File: config.mk
export PLATFORM = sky130hd
export DESIGN_NAME = tmr_evcnt
export DESIGN_NICKNAME = d
export VERILOG_FILES = /design/src/rtl/tmr_pkg.sv /design/src/rtl/tmr_debounce.sv /design/src/rtl/tmr_pin_event.sv /design/src/rtl/tmr_count_core.sv /design/src/rtl/tmr_evcnt.sv
export SDC_FILE = /design/constraint.sdc
export NUM_CORES = 1
export LEC_CHECK = 0
export BUFFER_PORTS_ARGS = -buffer_cell sky130_fd_sc_hd__buf_2
export CAP_MARGIN = 20
export CORE_MARGIN = 2
export CORE_UTILIZATION = 59
export DETAILED_ROUTE_END_ITERATION = 10
export GPL_TIMING_DRIVEN = 0
export PLACE_DENSITY = 0.8
export SYNTH_ARGS = -nofsm -noshare
export SYNTH_HDL_FRONTEND = slang
export SYNTH_HIERARCHICAL = 1
export SYNTH_SLANG_ARGS = --single-unit
File: constraint.sdc
create_clock -name clk -period 2 [get_ports clk]
set_clock_uncertainty 0.1 [all_clocks]
set_input_delay 0.4 -clock clk [delete_from_list [all_inputs] [get_ports clk]]
set_output_delay 0.4 -clock clk [all_outputs]
set_load 0.05 [all_outputs]
File: src/rtl/tmr_pkg.sv
package tmr_pkg;

  // Control register layout, MSB first: mask, fast, raw, fall, src_pin, en
  typedef struct packed {
    logic mask;
    logic fast;
    logic raw;
    logic fall;
    logic src_pin;
    logic en;
  } tmr_ctrl_t;

  localparam int CTRL_W = $bits(tmr_ctrl_t);

  localparam logic [1:0] ADDR_CNT  = 2'd0;
  localparam logic [1:0] ADDR_CTRL = 2'd1;
  localparam logic [1:0] ADDR_FLAG = 2'd2;

endpackage

File: src/rtl/tmr_debounce.sv
module tmr_debounce (
  input  logic clk,
  input  logic rst_n,
  input  logic sample_i,
  input  logic din_i,
  output logic level_o
);

  logic last_q, last_d;
  logic level_q, level_d;

  always_comb begin
    last_d  = last_q;
    level_d = level_q;
    if (sample_i) begin
      last_d = din_i;
      if (din_i == last_q) level_d = din_i;
    end
  end

  always_ff @(posedge clk or negedge rst_n) begin
    if (!rst_n) begin
      last_q  <= 1'b0;
      level_q <= 1'b0;
    end else begin
      last_q  <= last_d;
      level_q <= level_d;
    end
  end

  assign level_o = level_q;

  AST_DEB_HOLD: assert property (@(posedge clk) disable iff (!rst_n)
    !sample_i |=> $stable(level_q));

endmodule

File: src/rtl/tmr_pin_event.sv
module tmr_pin_event #(
  parameter int SYNC_STAGES = 2
) (
  input  logic clk,
  input  logic rst_n,
  input  logic pin_i,
  input  logic slow_tick_i,
  input  logic fast_tick_i,
  input  logic fast_sel_i,
  input  logic raw_sel_i,
  input  logic fall_sel_i,
  output logic evt_o
);

  logic [SYNC_STAGES-1:0] sync_q;
  logic                   pin_sync;
  logic                   deb_level;
  logic                   deb_sample;
  logic                   sel_lvl;
  logic                   prev_q;

  always_ff @(posedge clk or negedge rst_n) begin
    if (!rst_n) sync_q <= '0;
    else        sync_q <= {sync_q[SYNC_STAGES-2:0], pin_i};
  end

  assign pin_sync   = sync_q[SYNC_STAGES-1];
  assign deb_sample = fast_sel_i ? fast_tick_i : slow_tick_i;

  tmr_debounce u_deb (
    .clk      (clk),
    .rst_n    (rst_n),
    .sample_i (deb_sample),
    .din_i    (pin_sync),
    .level_o  (deb_level)
  );

  assign sel_lvl = raw_sel_i ? pin_sync : deb_level;

  always_ff @(posedge clk or negedge rst_n) begin
    if (!rst_n) prev_q <= 1'b0;
    else        prev_q <= sel_lvl;
  end

  assign evt_o = fall_sel_i ? (prev_q & ~sel_lvl) : (sel_lvl & ~prev_q);

  AST_EVT_SINGLE: assert property (@(posedge clk) disable iff (!rst_n)
    evt_o |=> !evt_o);

endmodule

File: src/rtl/tmr_count_core.sv
module tmr_count_core #(
  parameter int CNT_W = 8
) (
  input  logic             clk,
  input  logic             rst_n,
  input  logic             en_i,
  input  logic             tick_i,
  input  logic             load_wr_i,
  input  logic [CNT_W-1:0] load_data_i,
  input  logic             flag_rd_i,
  output logic [CNT_W-1:0] cnt_o,
  output logic             flag_o
);

  localparam logic [CNT_W-1:0] ONE = CNT_W'(1);

  logic [CNT_W-1:0] cnt_q, cnt_d;
  logic [CNT_W-1:0] rld_q, rld_d;
  logic             flag_q, flag_d;
  logic             step;
  logic             zero_evt;

  assign step     = tick_i & en_i;
  assign zero_evt = step & (cnt_q <= ONE);

  always_comb begin
    rld_d = rld_q;
    cnt_d = cnt_q;
    if (load_wr_i) rld_d = load_data_i;
    if (zero_evt)              cnt_d = rld_q;
    else if (step)             cnt_d = cnt_q - ONE;
    else if (load_wr_i && !en_i) cnt_d = load_data_i;
  end

  always_comb begin
    flag_d = flag_q;
    if (flag_rd_i) flag_d = 1'b0;
    if (zero_evt)  flag_d = 1'b1;
  end

  always_ff @(posedge clk or negedge rst_n) begin
    if (!rst_n) begin
      cnt_q  <= '0;
      rld_q  <= '0;
      flag_q <= 1'b0;
    end else begin
      cnt_q  <= cnt_d;
      rld_q  <= rld_d;
      flag_q <= flag_d;
    end
  end

  assign cnt_o  = cnt_q;
  assign flag_o = flag_q;

  AST_HOLD_IDLE: assert property (@(posedge clk) disable iff (!rst_n)
    (!en_i && !load_wr_i) |=> $stable(cnt_q));
  AST_DECREMENT: assert property (@(posedge clk) disable iff (!rst_n)
    (step && cnt_q > ONE) |=> cnt_q == $past(cnt_q) - ONE);
  AST_RELOAD_AT_ZERO: assert property (@(posedge clk) disable iff (!rst_n)
    zero_evt |=> (cnt_q == $past(rld_q)) && flag_q);
  AST_FLAG_CLEAR: assert property (@(posedge clk) disable iff (!rst_n)
    (flag_rd_i && !zero_evt) |=> !flag_q);

endmodule

File: src/rtl/tmr_evcnt.sv
module tmr_evcnt
  import tmr_pkg::*;
#(
  parameter int CNT_W       = 8,
  parameter int BUS_W       = 8,
  parameter int SYNC_STAGES = 2
) (
  input  logic             clk,
  input  logic             rst_n,
  input  logic             pre_tick,
  input  logic             pin_in,
  input  logic             deb_slow_tick,
  input  logic             deb_fast_tick,
  input  logic             wr_en,
  input  logic [1:0]       wr_addr,
  input  logic [BUS_W-1:0] wr_data,
  input  logic             rd_en,
  input  logic [1:0]       rd_addr,
  output logic [BUS_W-1:0] rd_data,
  output logic             irq
);

  logic [1:0]       rst_sync_q;
  logic             rst_int_n;
  tmr_ctrl_t        ctrl_q, ctrl_d;
  logic             pin_evt;
  logic             src_tick;
  logic             load_wr;
  logic             flag_rd;
  logic [CNT_W-1:0] cnt;
  logic             flag;

  // asynchronous assertion, synchronous release
  always_ff @(posedge clk or negedge rst_n) begin
    if (!rst_n) rst_sync_q <= 2'b00;
    else        rst_sync_q <= {rst_sync_q[0], 1'b1};
  end
  assign rst_int_n = rst_sync_q[1];

  always_comb begin
    ctrl_d = ctrl_q;
    if (wr_en && wr_addr == ADDR_CTRL) ctrl_d = tmr_ctrl_t'(wr_data[CTRL_W-1:0]);
  end

  always_ff @(posedge clk or negedge rst_int_n) begin
    if (!rst_int_n) ctrl_q <= '0;
    else            ctrl_q <= ctrl_d;
  end

  assign load_wr = wr_en & (wr_addr == ADDR_CNT);
  assign flag_rd = rd_en & (rd_addr == ADDR_FLAG);

  tmr_pin_event #(.SYNC_STAGES(SYNC_STAGES)) u_pin (
    .clk         (clk),
    .rst_n       (rst_int_n),
    .pin_i       (pin_in),
    .slow_tick_i (deb_slow_tick),
    .fast_tick_i (deb_fast_tick),
    .fast_sel_i  (ctrl_q.fast),
    .raw_sel_i   (ctrl_q.raw),
    .fall_sel_i  (ctrl_q.fall),
    .evt_o       (pin_evt)
  );

  assign src_tick = ctrl_q.src_pin ? pin_evt : pre_tick;

  tmr_count_core #(.CNT_W(CNT_W)) u_core (
    .clk         (clk),
    .rst_n       (rst_int_n),
    .en_i        (ctrl_q.en),
    .tick_i      (src_tick),
    .load_wr_i   (load_wr),
    .load_data_i (wr_data[CNT_W-1:0]),
    .flag_rd_i   (flag_rd),
    .cnt_o       (cnt),
    .flag_o      (flag)
  );

  always_comb begin
    rd_data = '0;
    case (rd_addr)
      ADDR_CNT:  rd_data = BUS_W'(cnt);
      ADDR_CTRL: rd_data = BUS_W'(ctrl_q);
      ADDR_FLAG: rd_data = BUS_W'(flag);
      default:   rd_data = '0;
    endcase
  end

  assign irq = flag & ctrl_q.mask;

  AST_IRQ_NEEDS_MASK: assert property (@(posedge clk) disable iff (!rst_int_n)
    (!ctrl_q.mask && !(wr_en && wr_addr == ADDR_CTRL)) |=> !irq);

endmodule

Word-level counts from Yosys, hierarchy flattened
Index checks and enable logic that the tools add are counted.
{"block": "totals", "ff_bits": 30, "in_bits": 20, "word_cells": 47}
{"block": "classes", "addsub": 1, "magnitude_cmp": 1, "n_eq_ne": 4, "mux": 10, "n_bitwise": 9, "reduce_logical": 8}
{"cell": "2-to-1 mux 8 bit", "count": 3}
{"cell": "one-hot mux 8 bit (3 select lines)", "count": 1}
{"cell": "less-or-equal comparator 8 x 1 -> 1 bit (second input constant)", "count": 1}
{"cell": "subtractor 8 x 1 -> 8 bit (second input constant)", "count": 1}
{"cell": "bitwise AND 1 bit", "count": 7}
{"cell": "2-to-1 mux 1 bit", "count": 6}
{"cell": "equality test 2 x 1 -> 1 bit (second input constant)", "count": 2}
{"cell": "zero test 2 bit", "count": 2}
{"cell": "nonzero test 3 bit", "count": 1}
{"cell": "equality test 2 bit (second input constant)", "count": 1}
{"cell": "logical AND 1 bit", "count": 2}
{"cell": "inverter 1 bit", "count": 2}
{"cell": "AND reduction 2 bit", "count": 1}
{"cell": "nonzero test 2 bit", "count": 1}
{"cell": "equality test 1 bit", "count": 1}
{"cell": "zero test 1 bit", "count": 1}

Longest topological paths before layout
Gate-level depths: netlist of the first run.
{"block": "depth", "ltp_word": 8, "mapped_depth": 8, "ltp_nobuf": 7}

Hierarchy
Netlist of the first run, hierarchy kept.
{"mod": "tmr_count_core", "n_inst": 1, "cells_per_inst": 85, "area_per_inst_um2": 948.4}
{"mod": "tmr_evcnt", "n_inst": 1, "cells_per_inst": 38, "area_per_inst_um2": 445.4}
{"mod": "tmr_pin_event", "n_inst": 1, "cells_per_inst": 8, "area_per_inst_um2": 121.4}
{"mod": "tmr_debounce", "n_inst": 1, "cells_per_inst": 8, "area_per_inst_um2": 88.8}

Worst setup path after synthesis of the first run
No wires, ideal clock.
{"block": "synth_path", "path_type": "input port to output port", "from": "in rd_addr[1]", "to": "out rd_data[0]", "arrival_time_ns": 1.748, "t_required_ns": 1.500, "path_slack_ns": -0.248, "cell_stages": 3, "path_cell_list": "buf_4 -> mux2i_1 -> o21ai_0"}
{"block": "synth_between", "elab_chain_cells": 2}
{"item": "start, declared", "line_no": "tmr_evcnt.sv:18", "text": "input logic [1:0] rd_addr,"}
{"item": "equality test 2 bit (tied with other cells)", "line_no": "tmr_evcnt.sv:81", "text": "case (rd_addr)"}
{"item": "one-hot mux 8 bit (3 select lines) *", "line_no": "tmr_evcnt.sv:81"}
{"item": "end, declared", "line_no": "tmr_evcnt.sv:19", "text": "output logic [BUS_W-1:0] rd_data,"}
Every way passes the cells marked *; elsewhere a longest branch is shown, timed or not.

Final worst setup path of the first run
{"block": "layout_path", "from": "reg ctrl_q[3] (netlist name)", "to": "reg u_core.cnt_q[1], in the netlist u_core/cnt_o[1]"}
{"block": "layout_between", "elab_chain_cells": 8}
{"item": "start, declared", "line_no": "tmr_evcnt.sv:25", "text": "tmr_ctrl_t ctrl_q, ctrl_d;"}
{"item": "start signal, assigned", "line_no": "tmr_evcnt.sv:47", "text": "else ctrl_q <= ctrl_d;"}
{"item": "2-to-1 mux 1 bit *", "line_no": "tmr_pin_event.sv:38", "text": "assign sel_lvl = raw_sel_i ? pin_sync : deb_level;"}
{"item": "net u_pin.sel_lvl", "line_no": "tmr_pin_event.sv:19", "text": "logic sel_lvl;"}
{"item": "inverter 1 bit", "line_no": "tmr_pin_event.sv:45", "text": "assign evt_o = fall_sel_i ? (prev_q & ~sel_lvl) : (sel_lvl & ~prev_q);"}
{"item": "bitwise AND 1 bit", "line_no": "tmr_pin_event.sv:45"}
{"item": "2-to-1 mux 1 bit *", "line_no": "tmr_pin_event.sv:45"}
{"item": "net pin_evt", "line_no": "tmr_evcnt.sv:26", "text": "logic pin_evt;"}
{"item": "2-to-1 mux 1 bit *", "line_no": "tmr_evcnt.sv:65", "text": "assign src_tick = ctrl_q.src_pin ? pin_evt : pre_tick;"}
{"item": "net src_tick", "line_no": "tmr_evcnt.sv:27", "text": "logic src_tick;"}
{"item": "bitwise AND 1 bit *", "line_no": "tmr_count_core.sv:23", "text": "assign step = tick_i & en_i;"}
{"item": "bitwise AND 1 bit or 2-to-1 mux 8 bit (tied branches)", "line_no": "tmr_count_core.sv:24, tmr_count_core.sv:31"}
{"item": "nonzero test 3 bit (no source line) or 2-to-1 mux 8 bit (tied branches)"}
{"item": "end signal, assigned", "line_no": "tmr_count_core.sv:47", "text": "cnt_q <= cnt_d;"}
{"item": "end, declared", "line_no": "tmr_count_core.sv:17", "text": "logic [CNT_W-1:0] cnt_q, cnt_d;"}
Mark *: on every way through the listed nets, which the timed path passes. The rest lies on a longest branch.
A chain may end at the register's enable or synchronous reset.

==> out/qor.yml, run 1 <==
drc: 0
die_y_um: 56.14
ios: 29
wirelength_mm: 3.607
port_buffers: 26
async_flop_share: 1.000
synth_area_mm2: 0.001604
netlist_instances: 139
cts_tree: "yes"
clockRootBuffer: "clkbuf_4"
hold_viol: 0
violations: "negative setup slack"
setup_viol: 8
period_share: 1.060
antenna_found_initial: 0
die_w_um: 56.14
ys_seq_elements: 30
holdWs_ns: 0.06341
use_met2: 0.4084
avgRoutedWirePerCell_um: 17.43
cts-buffers-inserted: 5
placementRows: 18
ys_seq_area_frac: 0.4680
htreeDepth: 2
instances_no_fill: 207
required_ns: 2.11
cts_buffer_depth: 2
critPathTopFamily: "multiplexers"
fillers: 162
syn_to_final_growth_pct: 24.73
grt.met1_usage: 0.3434
synth_cell_types: 38
core_mm2: 0.002522
endpoint_kind: "flop"
grt_overflow_total: 0
fin_tns_setup_ns: -0.6335
ys_warn_count: 6
synth-edff-count: 0
ys.flop_type: "dfrtp_1"
arrival_ns: 2.23
cts.sinks: 30
max_freq_mhz: 471.8
powerDensity_mw_per_mm2: 1188
critical_path_buf_inv_count: 0
grt_pass1_vias: 1220
cap_violations: 0
drtPass1Iterations: 4
crit_slowest_cell: "dfrtp_1"
drt_iter0_drc: 58
grt-busiest-layer: "met2"
use_met3: 0.06512
routed_via_density: 6.101
timing.final.ws_setup_ns: -0.1197
grtUsageTotal: 0.2549
dieArea_mm2: 0.003152
clock_latency_ns: 0.34
via_count: 1263
slowest_delay_ns: 0.42
rsz0062_at_grt: "yes"
clk_pin_slew_ns: 0.09
initial_core_util: 0.6359
dp_hpwl_mm: 2.444
drive_gt1_frac: 0.4463
crit_chain: "mux2_4 > mux2i_4 > mux2_4 > and2_4 > o2111a_4 > a2111oi_4 > a211oi_2"
cp-start-kind: "flop"
grt_max_degree: 29
critPathMaxFanout: 8
status: "complete, but fails checks"
nets: 198
ir_drop_uv: 1090
crit_type: "flop to flop"
syn-num-nets: 161
postSynthAreaPerCell_um2: 11.54
cellLeakagePower_nw: 0.9052
diodes: 0
finalMaxSlewViolations: 0
period_minus_slack_ns: 2.120
reg2reg_slack_ns: -0.12
ant_nets: 0
crit_top_cell: "mux2_4"
grt_pass1_wl_mm: 6.085
gp_congestion: 0.8513
min_path_type: "flop to asynchronous set/reset pin"
place_inst: 195
synthesized netlist by cell type (2+ instances only):
cell type  instances  area, µm²
o2111ai_1          2      17.52
nor2_1            11      41.29
nand4_1            3      18.77
and2_1             2      12.51
nor3b_1            4      30.03
mux2_2            16      180.2
xor2_1             2      17.52
a211o_1            2      17.52
a21oi_1            2      10.01
inv_1              5      18.77
o21ai_0            9      45.04
o211ai_1           5      37.54
buf_2              2      10.01
buf_4              2      15.01
ha_1               2      25.02
mux2i_1            9      90.09
a22oi_1            5      37.54
nand2_1            7      26.28
dfrtp_1           30      750.7
cells in the final DEF (no fill, tap or decap), types with 2 or more instances in the layout:
cell,n
clkbuf_4,5
xor2_1,2
o21ai_0,2
a21oi_1,2
mux2i_1,8
ha_1,2
o21ai_1,6
nand2_1,4
buf_2,27
nand4_1,3
mux2_2,15
dfrtp_1,30
inv_1,5
nand2_2,3
nor3b_1,4
o211ai_1,5
buf_4,4
nor2_1,11
a211o_1,2
mux2_4,2
clkinv_2,2
a22oi_2,2
a22oi_1,3
sequential cells by signal, indices dropped and copies added, names as in the netlist:
signal / count
u_core/flag_o: 1
rst_sync_q: 2
u_pin/prev_q: 1
u_pin/sync_q: 2
u_pin/u_deb/level_o: 1
u_core/cnt_o: 8
u_pin/u_deb/last_q: 1
ctrl_q: 6
u_core/rld_q: 8
metal layers:
layer / share of wire / wire [µm]
met3: 0.057 / 204
met1: 0.44 / 1573
met4: 0.016 / 59
met2: 0.49 / 1770
met5: 0 / 0
final timing paths:
| check | start | to | depth (start not counted) |
|---|---|---|---|
| worst max-delay path | ctrl_q[3]$_DFFE_PN0P_ | u_core/cnt_o[1]$_DFFE_PN0P_ | 7 |
| min in group clk | pin_in | u_pin/sync_q[0]$_DFF_PN0_ | 1 |
| worst min-delay path | rst_sync_q[1]$_DFF_PN0_ | ctrl_q[4]$_DFFE_PN0P_ | 0 |
| worst min register to register | rst_sync_q[1]$_DFF_PN0_ | ctrl_q[4]$_DFFE_PN0P_ | 0 |
| worst max register to register | ctrl_q[3]$_DFFE_PN0P_ | u_core/cnt_o[1]$_DFFE_PN0P_ | 7 |
| max in group asynchronous | rst_sync_q[1]$_DFF_PN0_ | u_core/rld_q[0]$_DFFE_PN0P_ | 1 |
power by group:
group / total [W] / internal, W / switching (W)
combinational: 0.000908 / 0.000401 / 0.000507
sequential: 0.000986 / 0.000762 / 0.000224
clock: 0.000483 / 0.000259 / 0.000224
total: 0.00238 / 0.00142 / 0.000955
logic make-up after synthesis:
logic type                 count (synthesis)  share of synthesized area
and+or+nand+nor                           36                     0.1357
AOI/OAI and AO/OA                         32                     0.1568
DFF                                       30                     0.4680
muxes                                     26                     0.1778
buffers and inverters                      9                    0.02730
xor gates and xnor gates                   3                    0.01638
adders and majority gates                  2                    0.01560
other                                      1                   0.002338
cell type report:
cell class	count	area [µm²]	area share
multi-input combinational	100	898.4	0.4490
inverter	5	18.77	0.009381
clock inverter	3	40.04	0.02001
timing repair buffer	30	182.7	0.09131
buffer	4	35.03	0.01751
sequential	30	750.7	0.3752
tap	30	37.54	0.01876
clock buffer	5	37.54	0.01876
per-stage QoR:
step / worst slack, ns / instance area, µm² / utilization / power, W
after detailed placement: -0.2784 / 1784 / 0.7073 / 0.001744
after global routing: -0.1790 / 2001 / 0.7932 / 0.002510
after CTS: -0.04680 / 1916 / 0.7594 / 0.002284
after floorplan: -0.2334 / 1617 / - / 0.001546
final: -0.1197 / 2001 / 0.7932 / 0.002377
after global placement: -0.2314 / 1784 / 0.7073 / 0.001701
what timing repair did:
action	in CTS	in global routing
gates cloned	0	0
pin swaps	2	1
setup buffers	0	2
hold buffers	1	0
hold endpoints to repair	2	0
resized for setup	17	8
endpoints found under the setup margin	9	9
(Power assumes the default switching activity.)
==> inputs of run 2 (changes only) <==
==> constraint.sdc (replaced) <==
create_clock -name clk -period 2 [get_ports clk]
set_clock_uncertainty 0.1 [all_clocks]
set_input_delay 0.2 -clock clk [delete_from_list [all_inputs] [get_ports clk]]
set_output_delay 0.2 -clock clk [all_outputs]
set_load 0.05 [all_outputs]
==> run 2 against run 1 <==
  * The run still ends with negative setup slack left
  * Combinational power shrank 7.7%
  * Non-clock buffer count grew 1
  * Fmax is essentially flat
  * Sequential power shrank 0.9%
  * Power shrank 3.6%
  * Register-to-register slack is essentially flat
  * Critical path type unchanged
==> out/qor.yml, run 2 (synthesized netlist as in run 1, its figures left out) <==
die_y_um: 56.14
grt_overflow_total: 0
cts.sinks: 30
cap_violations: 0
max_freq_mhz: 471.8
place_area_mm2: 0.001784
period_share: 1.060
arrival_ns: 2.27
place_inst: 195
grt_pass1_vias: 1279
antenna_found_initial: 0
p_comb_frac: 0.366
p_int_w: 0.001387
rr_worst_depth: 8
htreeDepth: 2
gp_congestion: 0.8513
cts_buffer_depth: 2
grt_max_degree: 29
via_count: 1270
design_area_mm2: 0.001961
clockRootBuffer: "clkbuf_4"
placementRows: 18
nets: 199
drive_gt1_frac: 0.4101
required_ns: 2.15
reg2reg_slack_ns: -0.12
critPathMaxFanout: 8
die_w_um: 56.14
regArea_um2: 750.7
instances_no_fill: 208
final_common_cell: "dfrtp_1"
mostFrequentLayoutCells: "30 x dfrtp_1, 27 x buf_2, 15 x mux2_2"
multi_input_area_um2: 852.1
cellLeakagePower_nw: 0.9062
cp-start-kind: "flop"
clk_pin_slew_ns: 0.10
diodes: 0
drc: 0
timing.final.ws_setup_ns: -0.1198
regToRegEndpoint: "u_core/cnt_o[2]$_DFFE_PN0P_"
core_mm2: 0.002522
worstReg2RegStart: "ctrl_q[3]$_DFFE_PN0P_"
endpoint_kind: "flop"
power_frac_seq: 0.427
rsz0062_at_grt: "yes"
drt_iter0_drc: 59
violations: "negative setup slack"
routed_via_density: 6.106
powerDensity_mw_per_mm2: 1169
clock_latency_ns: 0.33
grtUsageTotal: 0.2517
dp_hpwl_mm: 2.482
period_minus_slack_ns: 2.120
initial_core_util: 0.6359
setup_viol: 8
avgRoutedWirePerCell_um: 17.49
cts-buffers-inserted: 5
cts_tree: "yes"
dieArea_mm2: 0.003152
finalMaxSlewViolations: 0
min_path_type: "input pin to flop"
status: "complete, but fails checks"
hold_viol: 0
syn_to_final_growth_pct: 22.23
crit_end: "u_core/cnt_o[2]$_DFFE_PN0P_"
crit_type: "flop to flop"
power_switching_w: 0.0009042
fillers: 167
p_sw_frac: 0.3946
port_buffers: 26
grt_pass1_wl_mm: 5.989
ir_drop_uv: 902.1
ios: 29
cp-startpoint: "ctrl_q[3]$_DFFE_PN0P_"
p_clk_frac: 0.208
ant_nets: 0
drtPass1Iterations: 4
wirelength_mm: 3.638
## run 2: worst min-delay path by stage
| stage | from | to | slack, ns | cells past startpoint |
|---|---|---|---|---|
| 4_1_cts | wr_data[6] | u_core/rld_q[6]$_DFFE_PN0P_ | 0.007 | 2 |
| 3_3_place_gp | rst_n | rst_sync_q[1]$_DFF_PN0_ | -0.12 | 1 |
| 3_5_place_dp | rst_n | rst_sync_q[1]$_DFF_PN0_ | -0.11 | 1 |
| 6_report | wr_data[6] | u_core/rld_q[6]$_DFFE_PN0P_ | 0.009 | 2 |
| 5_1_grt | wr_data[6] | u_core/rld_q[6]$_DFFE_PN0P_ | 0.01 | 2 |
| 2_1_floorplan | rst_n | rst_sync_q[0]$_DFF_PN0_ | -0.20 | 0 |
## run 2: critical path, stage by stage (launching register included)
cell	delay, ns
dfrtp_1	0.43
mux2_4	0.33
mux2i_1	0.20
mux2_4	0.21
and2_4	0.17
o2111a_4	0.29
buf_6	0.11
nand2_2	0.03
a31oi_1	0.16
## run 2: layout make-up
type	instances	area share
Inverter	5	0.009572
Sequential cell	30	0.3829
Clock buffer	5	0.01914
Buffer	4	0.01404
Timing Repair Buffer	31	0.1002
Multi-Input combinational cell	100	0.4346
Tap cell	30	0.01914
Clock inverter	3	0.02042
## run 2: through the flow
stage / power, W / TNS [ns] / util / setup slack (ns) / hold WS (ns)
after CTS: 0.002273 / -0.1891 / 0.7634 / -0.05911 / 0.006676
final: 0.002291 / -0.4542 / 0.7773 / -0.1198 / 0.009489
after floorplan: 0.001545 / 0 / - / 0.007175 / -0.1956
after global routing: 0.002421 / -0.9926 / 0.7773 / -0.1566 / 0.01249
after global placement: 0.001700 / -1.604 / 0.7073 / -0.2315 / -0.1160
after detailed placement: 0.001745 / -1.716 / 0.7073 / -0.2628 / -0.1144
## run 2: per-layer routing
layer / wire length (µm) / up-vias / global-route usage
li1: - / 587 / -
met1: 1588 / 611 / 0.3273
met2: 1686 / 64 / 0.3950
met3: 291 / 8 / 0.06279
met4: 70 / 0 / 0.1156
met5: 0 / - / 0
## run 2: what timing repair did
action / in CTS / in global routing
hold endpoints to repair: 3 / 0
setup endpoints to repair: 9 / 8
buffers inserted: 1 / 1
resized for setup: 14 / 0
gates cloned: 0 / 0
pin swaps: 3 / 0
hold buffers: 2 / 0
## run 2: power by group through the flow
stage,Sequential (W),Combinational [W],Clock (W)
final,0.000977,0.000838,0.000476
after global routing,0.00100,0.000911,0.000508
after CTS,0.000979,0.000807,0.000487
after detailed placement,0.000987,0.000758,0
after global placement,0.000973,0.000727,0
after floorplan,0.000929,0.000616,0
